===== src/rtl/mcodec_pkg.sv =====
package mcodec_pkg;

    localparam int unsigned BYTE_W = 8;
    localparam int unsigned HALF_W = 2 * BYTE_W;

    typedef enum logic [1:0] {TX_IDLE, TX_SYNC, TX_DATA, TX_DONE} tx_state_e;
    typedef enum logic [1:0] {RX_IDLE, RX_HUNT, RX_FIRST, RX_SECOND} rx_state_e;

    typedef struct packed {
        logic first;
        logic second;
    } half_pair_t;

    // a legal symbol pair always changes level in mid-bit
    function automatic logic pair_legal(half_pair_t p);
        return p.first ^ p.second;
    endfunction

    function automatic logic [HALF_W-1:0] join_bytes(logic [BYTE_W-1:0] hi, logic [BYTE_W-1:0] lo);
        return {hi, lo};
    endfunction

endpackage


===== src/rtl/mc_half_timer.sv =====
module mc_half_timer #(
    parameter int unsigned W = 16
) (
    input  logic         clk,
    input  logic         rst,
    input  logic         load,
    input  logic [W-1:0] load_val,
    output logic         expired
);
    logic [W-1:0] cnt;

    always_ff @(posedge clk) begin
        if (rst)              cnt <= '0;
        else if (load)        cnt <= load_val;
        else if (cnt != '0)   cnt <= cnt - W'(1);
    end

    assign expired = (cnt == '0);

    // the timer steps down by one per cycle unless reloaded
    a_r2_timer_step: assert property (@(posedge clk) disable iff (rst)
        (!load && cnt != '0) |=> (cnt == $past(cnt) - W'(1)));

endmodule


===== src/rtl/mc_tx.sv =====
module mc_tx
    import mcodec_pkg::*;
#(
    parameter int unsigned DATA_W = 64,
    parameter int unsigned LEN_W  = $clog2(DATA_W + 1),
    parameter int unsigned TW     = HALF_W
) (
    input  logic              clk,
    input  logic              rst,
    input  logic              start,
    input  logic [DATA_W-1:0] data,
    input  logic [LEN_W-1:0]  len,
    input  logic [TW-1:0]     half_w,
    output logic              line,
    output logic              busy,
    output logic              done
);
    tx_state_e         st;
    logic [DATA_W-1:0] sh;
    logic [LEN_W-1:0]  left;
    logic              half;
    logic              tm_load;
    logic              tm_zero;

    mc_half_timer #(.W(TW)) u_timer (
        .clk(clk), .rst(rst), .load(tm_load),
        .load_val(half_w - TW'(1)), .expired(tm_zero)
    );

    always_comb begin
        unique case (st)
            TX_IDLE: tm_load = start;
            TX_SYNC: tm_load = tm_zero;
            TX_DATA: tm_load = tm_zero && !(half && left == LEN_W'(1));
            default: tm_load = 1'b0;
        endcase
    end

    always_ff @(posedge clk) begin
        if (rst) begin
            st   <= TX_IDLE;
            sh   <= '0;
            left <= '0;
            half <= 1'b0;
        end else begin
            unique case (st)
                TX_IDLE: if (start) begin
                    sh   <= data << (LEN_W'(DATA_W) - len);
                    left <= len;
                    st   <= TX_SYNC;
                end
                TX_SYNC: if (tm_zero) begin
                    half <= 1'b0;
                    st   <= TX_DATA;
                end
                TX_DATA: if (tm_zero) begin
                    if (!half)                   half <= 1'b1;
                    else if (left == LEN_W'(1))  st   <= TX_DONE;
                    else begin
                        left <= left - LEN_W'(1);
                        sh   <= sh << 1;
                        half <= 1'b0;
                    end
                end
                default: st <= TX_IDLE;
            endcase
        end
    end

    always_comb begin
        unique case (st)
            TX_SYNC: line = 1'b1;
            TX_DATA: line = half ? ~sh[DATA_W-1] : sh[DATA_W-1];
            default: line = 1'b0;
        endcase
    end

    assign busy = (st != TX_IDLE);
    assign done = (st == TX_DONE);

    a_r2_sync_first: assert property (@(posedge clk) disable iff (rst)
        (st == TX_IDLE && start) |=> (line && st == TX_SYNC));

    a_r2_half_stable: assert property (@(posedge clk) disable iff (rst)
        (st == TX_DATA && !tm_zero) |=> $stable(line));

    a_r3_done_pulse: assert property (@(posedge clk) disable iff (rst)
        done |=> (!done && !line));

endmodule


===== src/rtl/mc_rx.sv =====
module mc_rx
    import mcodec_pkg::*;
#(
    parameter int unsigned DATA_W = 64,
    parameter int unsigned LEN_W  = $clog2(DATA_W + 1),
    parameter int unsigned TW     = HALF_W
) (
    input  logic              clk,
    input  logic              rst,
    input  logic              arm,
    input  logic [LEN_W-1:0]  len,
    input  logic [TW-1:0]     half_w,
    input  logic              line_in,
    output logic [DATA_W-1:0] data,
    output logic              valid,
    output logic              err,
    output logic              busy
);
    localparam int unsigned CW = TW + 1;

    rx_state_e        st;
    logic             s1, s2;
    logic             rise, toggle;
    logic             first_q, realigned;
    logic [LEN_W-1:0] left;
    half_pair_t       pair;
    logic             tm_load, tm_zero;
    logic [CW-1:0]    tm_val;
    logic [CW-1:0]    full_val, mid_val, lead_val;

    assign full_val = CW'(half_w) - CW'(1);
    assign mid_val  = CW'(half_w >> 1) - CW'(1);
    assign lead_val = CW'(half_w) + CW'(half_w >> 1) - CW'(1);

    assign rise   = s1 & ~s2;
    assign toggle = s1 ^ s2;
    assign pair   = '{first: first_q, second: s1};

    mc_half_timer #(.W(CW)) u_timer (
        .clk(clk), .rst(rst), .load(tm_load),
        .load_val(tm_val), .expired(tm_zero)
    );

    always_comb begin
        tm_load = 1'b0;
        tm_val  = full_val;
        unique case (st)
            RX_HUNT:  if (rise) begin tm_load = 1'b1; tm_val = lead_val; end
            RX_FIRST: tm_load = tm_zero;
            RX_SECOND: begin
                if (toggle && !realigned) begin
                    tm_load = 1'b1;
                    tm_val  = mid_val;
                end else if (tm_zero && pair_legal(pair) && left != LEN_W'(1)) begin
                    tm_load = 1'b1;
                end
            end
            default: ;
        endcase
    end

    always_ff @(posedge clk) begin
        if (rst) begin
            st        <= RX_IDLE;
            s1        <= 1'b0;
            s2        <= 1'b0;
            first_q   <= 1'b0;
            realigned <= 1'b0;
            left      <= '0;
            data      <= '0;
            valid     <= 1'b0;
            err       <= 1'b0;
        end else begin
            s1    <= line_in;
            s2    <= s1;
            valid <= 1'b0;
            err   <= 1'b0;
            unique case (st)
                RX_IDLE: if (arm) begin
                    left <= len;
                    data <= '0;
                    st   <= RX_HUNT;
                end
                RX_HUNT: if (rise) st <= RX_FIRST;
                RX_FIRST: if (tm_zero) begin
                    first_q   <= s1;
                    realigned <= 1'b0;
                    st        <= RX_SECOND;
                end
                RX_SECOND: begin
                    if (toggle && !realigned) begin
                        realigned <= 1'b1;
                    end else if (tm_zero) begin
                        if (!pair_legal(pair)) begin
                            err <= 1'b1;
                            st  <= RX_IDLE;
                        end else begin
                            data <= {data[DATA_W-2:0], first_q};
                            if (left == LEN_W'(1)) begin
                                valid <= 1'b1;
                                st    <= RX_IDLE;
                            end else begin
                                left <= left - LEN_W'(1);
                                st   <= RX_FIRST;
                            end
                        end
                    end
                end
                default: st <= RX_IDLE;
            endcase
        end
    end

    assign busy = (st != RX_IDLE);

    a_r4_wait_sync: assert property (@(posedge clk) disable iff (rst)
        (st == RX_HUNT && !rise) |=> (st == RX_HUNT && !valid && !err));

    a_r5_valid_ends: assert property (@(posedge clk) disable iff (rst)
        valid |-> !busy);

    a_r7_err_pulse: assert property (@(posedge clk) disable iff (rst)
        err |=> !err);

    a_r7_err_aborts: assert property (@(posedge clk) disable iff (rst)
        err |-> (!busy && !valid));

endmodule


===== src/rtl/manchester_codec.sv =====
module manchester_codec
    import mcodec_pkg::*;
#(
    parameter int unsigned DATA_W = 64,
    parameter int unsigned LEN_W  = $clog2(DATA_W + 1)
) (
    input  logic              clk,
    input  logic              rst,
    input  logic [7:0]        half_lo,
    input  logic [7:0]        half_hi,
    input  logic [LEN_W-1:0]  code_len,
    input  logic              tx_start,
    input  logic [DATA_W-1:0] tx_data,
    output logic              line_out,
    output logic              tx_busy,
    output logic              tx_done,
    input  logic              rx_arm,
    input  logic              line_in,
    output logic [DATA_W-1:0] rx_data,
    output logic              rx_valid,
    output logic              code_error,
    output logic              rx_busy
);
    logic [HALF_W-1:0] half_w;

    assign half_w = join_bytes(half_hi, half_lo);

    mc_tx #(.DATA_W(DATA_W), .LEN_W(LEN_W), .TW(HALF_W)) u_tx (
        .clk(clk), .rst(rst), .start(tx_start), .data(tx_data),
        .len(code_len), .half_w(half_w),
        .line(line_out), .busy(tx_busy), .done(tx_done)
    );

    mc_rx #(.DATA_W(DATA_W), .LEN_W(LEN_W), .TW(HALF_W)) u_rx (
        .clk(clk), .rst(rst), .arm(rx_arm), .len(code_len),
        .half_w(half_w), .line_in(line_in),
        .data(rx_data), .valid(rx_valid), .err(code_error), .busy(rx_busy)
    );

    // the line is low whenever the transmitter is idle
    a_r3_idle_low: assert property (@(posedge clk) disable iff (rst)
        (!tx_busy) |-> !line_out);

endmodule


===== config.mk =====
export PLATFORM = sky130hd
export DESIGN_NAME = manchester_codec
export DESIGN_NICKNAME = d
export VERILOG_FILES = /design/src/rtl/mcodec_pkg.sv /design/src/rtl/mc_half_timer.sv /design/src/rtl/mc_tx.sv /design/src/rtl/mc_rx.sv /design/src/rtl/manchester_codec.sv
export SDC_FILE = /design/constraint.sdc
export NUM_CORES = 1
export LEC_CHECK = 0
export BUFFER_PORTS_ARGS = -buffer_cell sky130_fd_sc_hd__buf_2
export CORE_ASPECT_RATIO = 1.75
export CORE_UTILIZATION = 50
export DETAILED_ROUTE_END_ITERATION = 8
export GPL_TIMING_DRIVEN = 0
export PLACE_DENSITY = 0.7
export SYNTH_ARGS = -nofsm -noshare
export SYNTH_HDL_FRONTEND = slang
export SYNTH_SLANG_ARGS = --single-unit

===== constraint.sdc =====
create_clock -name clk -period 6 [get_ports clk]
set_input_delay 0 -clock clk [delete_from_list [all_inputs] [get_ports clk]]
set_output_delay 0 -clock clk [all_outputs]
set_load 0.02 [all_outputs]

* Yosys cells after proc, flatten, opt, wreduce, memory -nomap -nowiden *
Cells that the tools add are included.

storage, ports and cells
  logic and storage cells = 147
  bits in registers = 186

cells by class
  equality and inequality tests = 23
  reduce and logical (&&, ||, !) cells = 31
  mux-type cells = 59
  add/subtract/negate cells = 10
  bitwise gates (word level) = 8
  shift operators = 1

operators with widths
  kind                                                                  count
  64-bit two-way mux                                                    8
  64-bit one-hot mux with 2 select lines                                2
  17-bit two-way mux                                                    4
  64-bit by 7-bit left shift with 64-bit output                         1
  7-bit two-way mux                                                     9
  17-bit one-hot mux with 2 select lines                                1
  17-bit by 1-bit subtractor with 17-bit output, second input constant  2
  16-bit two-way mux                                                    2
  16-bit by 1-bit subtractor with 16-bit output, second input constant  2
  7-bit one-hot mux with 2 select lines                                 2
  2-bit two-way mux                                                     12
  5-bit AND reduction                                                   4
  2-bit by 1-bit != test with 1-bit output, second input constant       9
  16-bit by 15-bit adder with 17-bit output                             1
  17-bit zero test                                                      1
  17-bit nonzero test                                                   1
  16-bit by 1-bit subtractor with 17-bit output, second input constant  1
  16-bit zero test                                                      1
  16-bit nonzero test                                                   1
  2-bit nonzero test                                                    8
  15-bit by 1-bit subtractor with 16-bit output, second input constant  1
  7-bit by 1-bit == test with 1-bit output, second input constant       2
  7-bit by 1-bit subtractor with 7-bit output, second input constant    2
  1-bit two-way mux                                                     12
  20 further kinds                                                      43

* Depth between registers and ports, before layout *
  depth after elaboration = 7
  mapped depth = 16
  gate-level depth less buffers = 14

* Cells and area by module *
Synthesis repeated with hierarchy kept, for this count alone.

unflattened totals
  cells, all modules = 1905
  area total of the unflattened synthesis = 15562.4 sq um

modules (own cells, without submodules)
  module                        instances  area an instance (sq um)  cells an instance
  mc_tx                         1          8350.5                    976
  mc_rx                         1          5316.3                    701
  mc_half_timer (u_tx.u_timer)  1          964.7                     116
  mc_half_timer (u_rx.u_timer)  1          930.9                     112

* Worst setup path before layout *
Ideal clock, no wire load.

  kind = register to register
  start point = reg u_tx.u_timer.cnt[7]
  end point = reg u_tx.u_timer.cnt[14]
  arrival = 3.431 ns
  data required time = 5.914 ns
  setup slack = 2.483 ns
  stages on the path, launching flop included = 14
  path through = dfxtp_1 > or4_4 > or3_4 > nor4b_4 > o21bai_2 > buf_2 > clkbuf_1 > a21oi_1 > ha_1 > nand3_1 > nor4_1 > xnor2_1 > nor2_1 > a211oi_1

between the ends
  cells in the longest elaborated chain, start to end = 4
  elaborated cells between the ends (all ways) = 8
  classes of those cells = add/sub: 1; mux: 3; reduce/logical: 4

ends and longest elaborated chain
  item                                                                                   RTL line             RTL
  start, declared                                                                        mc_half_timer.sv:10  logic [W-1:0] cnt;
  start signal, assigned                                                                 mc_half_timer.sv:14  else if (load) cnt <= load_val;
  start signal, assigned                                                                 mc_half_timer.sv:15  else if (cnt != '0) cnt <= cnt - W'(1);
  branches (longest 4 deep; another with 16-bit by 1-bit subtractor with 16-bit output)  -

Several ways; the timed one is not identified. The select of a mux whose other input is x is not followed.
A chain may end at the register's enable or synchronous reset.

* Worst setup path after layout *
  start point = in code_len[0]
  end point = reg u_tx.sh[50]

between the ends
  cells in the longest elaborated chain, start to end = 4

ends and longest elaborated chain
  item                                           RTL line                RTL
  start, declared                                manchester_codec.sv:11  input logic [LEN_W-1:0] code_len,
  7-bit subtractor                               mc_tx.sv:48             sh <= data << (LEN_W'(DATA_W) - len);
  64-bit by 7-bit left shift with 64-bit output  mc_tx.sv:48
  64-bit two-way mux                             mc_tx.sv:47             TX_IDLE: if (start) begin
  64-bit one-hot mux with 2 select lines         mc_tx.sv:46             unique case (st)
  end signal, assigned                           mc_tx.sv:48
  end signal, assigned                           mc_tx.sv:61             sh <= sh << 1;
  end, declared                                  mc_tx.sv:19             logic [DATA_W-1:0] sh;

Every way passes these cells. The select of a mux whose other input is x is not followed.

==> run metrics <==
Hold WC Path Type in -> reg; 1st-iter DRT viols around 1100; Via density 6.39; post-CTS sizing 0; most frequent cells in the layout nand2_1 (219), buf_2 (193), dfxtp_1 (186); worst-path cell chain clkbuf_1 > buf_2 > inv_2 > ha_1 > clkbuf_1 > xor2_1 > buf_1 > buf_1 > clkbuf_1 > o31ai_1 > a221oi_1 > a211oi_1; maximum root-to-sink buffer count 2; Critical Path Start Type primary input; H-tree levels 4; highest clock rate 204 MHz; metal1 wirelength approximately 18000 um; RSZ-0062 raised after global routing false; Rel. slew slack 0.131; Main synth FF type dfxtp_1; Routed Antenna Nets 0; hold depth 4; total design power 5570 uW; io pins 162; layout cells sized above 1 0.188; CTS tree done; Tmin final between 4 and 5 ns; number of filler cells placed in the layout 2669; Sink Count 186; drc violations 0; leading cell type in the layout, fill and taps excluded nand2_1; remaining global-route overflow 0; Synth Area per Inst 8.09 um2; DRT Wirelength 57000 um; DIE HEIGHT around 220 um; root buf cell clkbuf_16; clk_skew between 0.015 and 0.02 ns; leak pwr 0.00625 uW; crit path DAT roughly 5.2 ns; Synth Instances 1746; worst path bufs/invs 7; syn nets about 1900; Setup Viol. Count Final 0; final hold vios 0; Wirelength per Cell between 20 and 25 um; max cap viols 0; CP max-delay cell a221oi_1; vias in the first global route 14665; peak supply drop around 0.18 mV; CP Capture Type flip-flop; Seq/Total Area, Yosys 0.264; iteration count of the initial detailed-routing pass 5; Initial Util 0.507; P per Cell Area 346 nW/um2; worst slack, placed 1.35 ns; initial antenna violation count 0; CTS buffer count 17; post-synthesis cell type count between 70 and 80; Met2 Wirelength 29300 um; Slew @ Worst Pin 1.30 ns; Finished Core Util 0.577; Antenna Cells 0; hold endpoint u_tx.st[1]$_SDFFE_PP0P_; EDFF count, synth 0; nets@finish 2067; max incr delay on CP roughly 1.1 ns; dpl hpwl ~45000 um; Period Utilization, post-route 0.817; largest net degree at the start of global routing 20; Ys Warns 0; setup TNS 0 ns; core area 27900 um2; Seq. cell area between 3000 and 4000 um2; routed vias 14797; cell mode on critical path clkbuf_1; Worst Setup Path Type in -> reg; Die X around 130 um; placed instance area ~15000 um2; mapped cell area 14100 um2; Top Metal Used met4; metal3 WL roughly 3200 um; Req. time, crit path 6.30 ns; worst r2r src u_tx.u_timer.cnt[7]$_SDFFE_PP0P_; GRT Util Overall 0.400; fin. max-slew vios 0; hold path start tx_start; Final WS setup 1.10 ns; Rows 81; Area growth syn-to-layout 13.9%; critical path fanouts, max 10; R2R setup slack 1.56 ns; reg2reg path depth 14; global-route wire length before repair approximately 85000 um; Die Footprint around 29000 um2; clock slew seen by the registers of the worst setup and hold paths 0.08 ns; GPL Wtd Cong 1.00; Synth async-reset ratio 0; Synth Register Bits 186; clock insertion delay at the later pin of the skew report 0.46 ns; reg-to-reg endpoint u_tx.u_timer.cnt[6]$_SDFFE_PP0P_; critical path's top delay family buffers and inverters; status complete, no violations; I/O Buffers 155; footprint of the multi-input gates 9560 um2; final instance area approximately 16000 um2; Post-CTS Setup Bufs 0
-- report_power, final --
group / switching [uW] / total (uW) / internal (uW)
sequential: 212 / 1710 / 1500
clock: 582 / 1180 / 596
combinational: 1680 / 2680 / 1000
total: 2470 / 5570 / 3100
-- cell usage after synthesis, drive strengths merged, types with 44 or more instances --
library cell	count	area share
dfxtp	186	0.26
nor2	162	0.043
o21ai	59	0.021
clkbuf	92	0.024
nand3	102	0.036
mux2	44	0.035
mux2i	59	0.042
nor3	72	0.026
inv	74	0.020
mux4	71	0.11
ha	44	0.039
buf	46	0.016
a211oi	59	0.031
xnor2	57	0.035
a21oi	149	0.053
nand2	219	0.058
-- routing by layer --
| layer | vias to the layer above | global-route usage |
|---|---|---|
| met4 | 0 | 0.417 |
| met5 | - | 0 |
| met1 | 7019 | 0.346 |
| li1 | 6782 | - |
| met2 | 703 | 0.725 |
| met3 | 293 | 0.0861 |
-- sequential cells by signal, summed over array words and instances (netlist names) --
signal / count
u_rx.realigned: 1
u_tx.left: 7
u_tx.sh: 64
u_rx.err: 1
u_tx.u_timer.cnt: 16
u_tx.st: 2
u_rx.valid: 1
u_rx.st: 2
u_rx.s2: 1
u_rx.first_q: 1
u_rx.s1: 1
u_rx.u_timer.cnt: 17
u_rx.data: 64
u_tx.half: 1
u_rx.left: 7
-- what timing repair did --
action | 4_1_cts | 5_1_grt
setup endpoints to repair | 0 | 0
hold buffers | 8 | 0
endpoints found under the hold margin | 10 | 0
-- worst reg2reg max path, cell delays in order, from the launching register on --
cell and delay [ns]:
dfxtp_1 0.36, or4_4 0.54, or3_4 0.38, nor4b_4 0.59
o21bai_2 0.22, buf_2 0.26, clkbuf_1 0.27, a21oi_1 0.22
ha_1 0.28, nand2_1 0.10, o41ai_1 0.28, nand2_1 0.11
nor2_1 0.10, a311oi_1 0.05, dlygate4sd3_1 0.58
-- cell type report --
type,instances,area share
timing repair buffer,164,0.0541
tap,373,0.0290
clock inverter,14,0.0114
sequential,186,0.232
clock buffer,17,0.0265
buffer,138,0.0356
multi-input combinational,1347,0.594
inverter,75,0.0175
-- worst max-delay path by stage --
stage | from | endpoint | slack [ns] | cells past startpoint
6_report | code_len[0] | u_tx.sh[50]$_SDFFE_PP0P_ | 1.10 | 12
5_1_grt | code_len[0] | u_tx.sh[50]$_SDFFE_PP0P_ | 0.99 | 12
4_1_cts | u_tx.u_timer.cnt[7]$_SDFFE_PP0P_ | u_tx.u_timer.cnt[6]$_SDFFE_PP0P_ | 1.55 | 14
3_5_place_dp | code_len[0] | u_tx.sh[50]$_SDFFE_PP0P_ | 1.35 | 12
3_3_place_gp | code_len[0] | u_tx.sh[40]$_SDFFE_PP0P_ | 1.11 | 10
2_1_floorplan | u_tx.u_timer.cnt[7]$_SDFFE_PP0P_ | u_tx.u_timer.cnt[14]$_SDFFE_PP0P_ | 2.48 | 13
-- logic make-up after synthesis --
family	Yosys count	synth area share
adders and majority gates	46	0.0418
DFF	186	0.264
buffers and inverters	213	0.0605
muxes	174	0.190
xor gates and xnor gates	76	0.0471
and+or+nand+nor	634	0.204
AOI/OAI and AO/OA	417	0.192
-- through the flow --
| stage | hold WS (ns) | instances |
|---|---|---|
| 2_1_floorplan | 0.128 | 1746 |
| 3_3_place_gp | 0.226 | 2274 |
| 3_5_place_dp | 0.222 | 2275 |
| 4_1_cts | 0.00480 | 2314 |
| 5_1_grt | 0.0118 | 2314 |
| 6_report | 0.0135 | 2314 |
(Power assumes the default switching activity.)
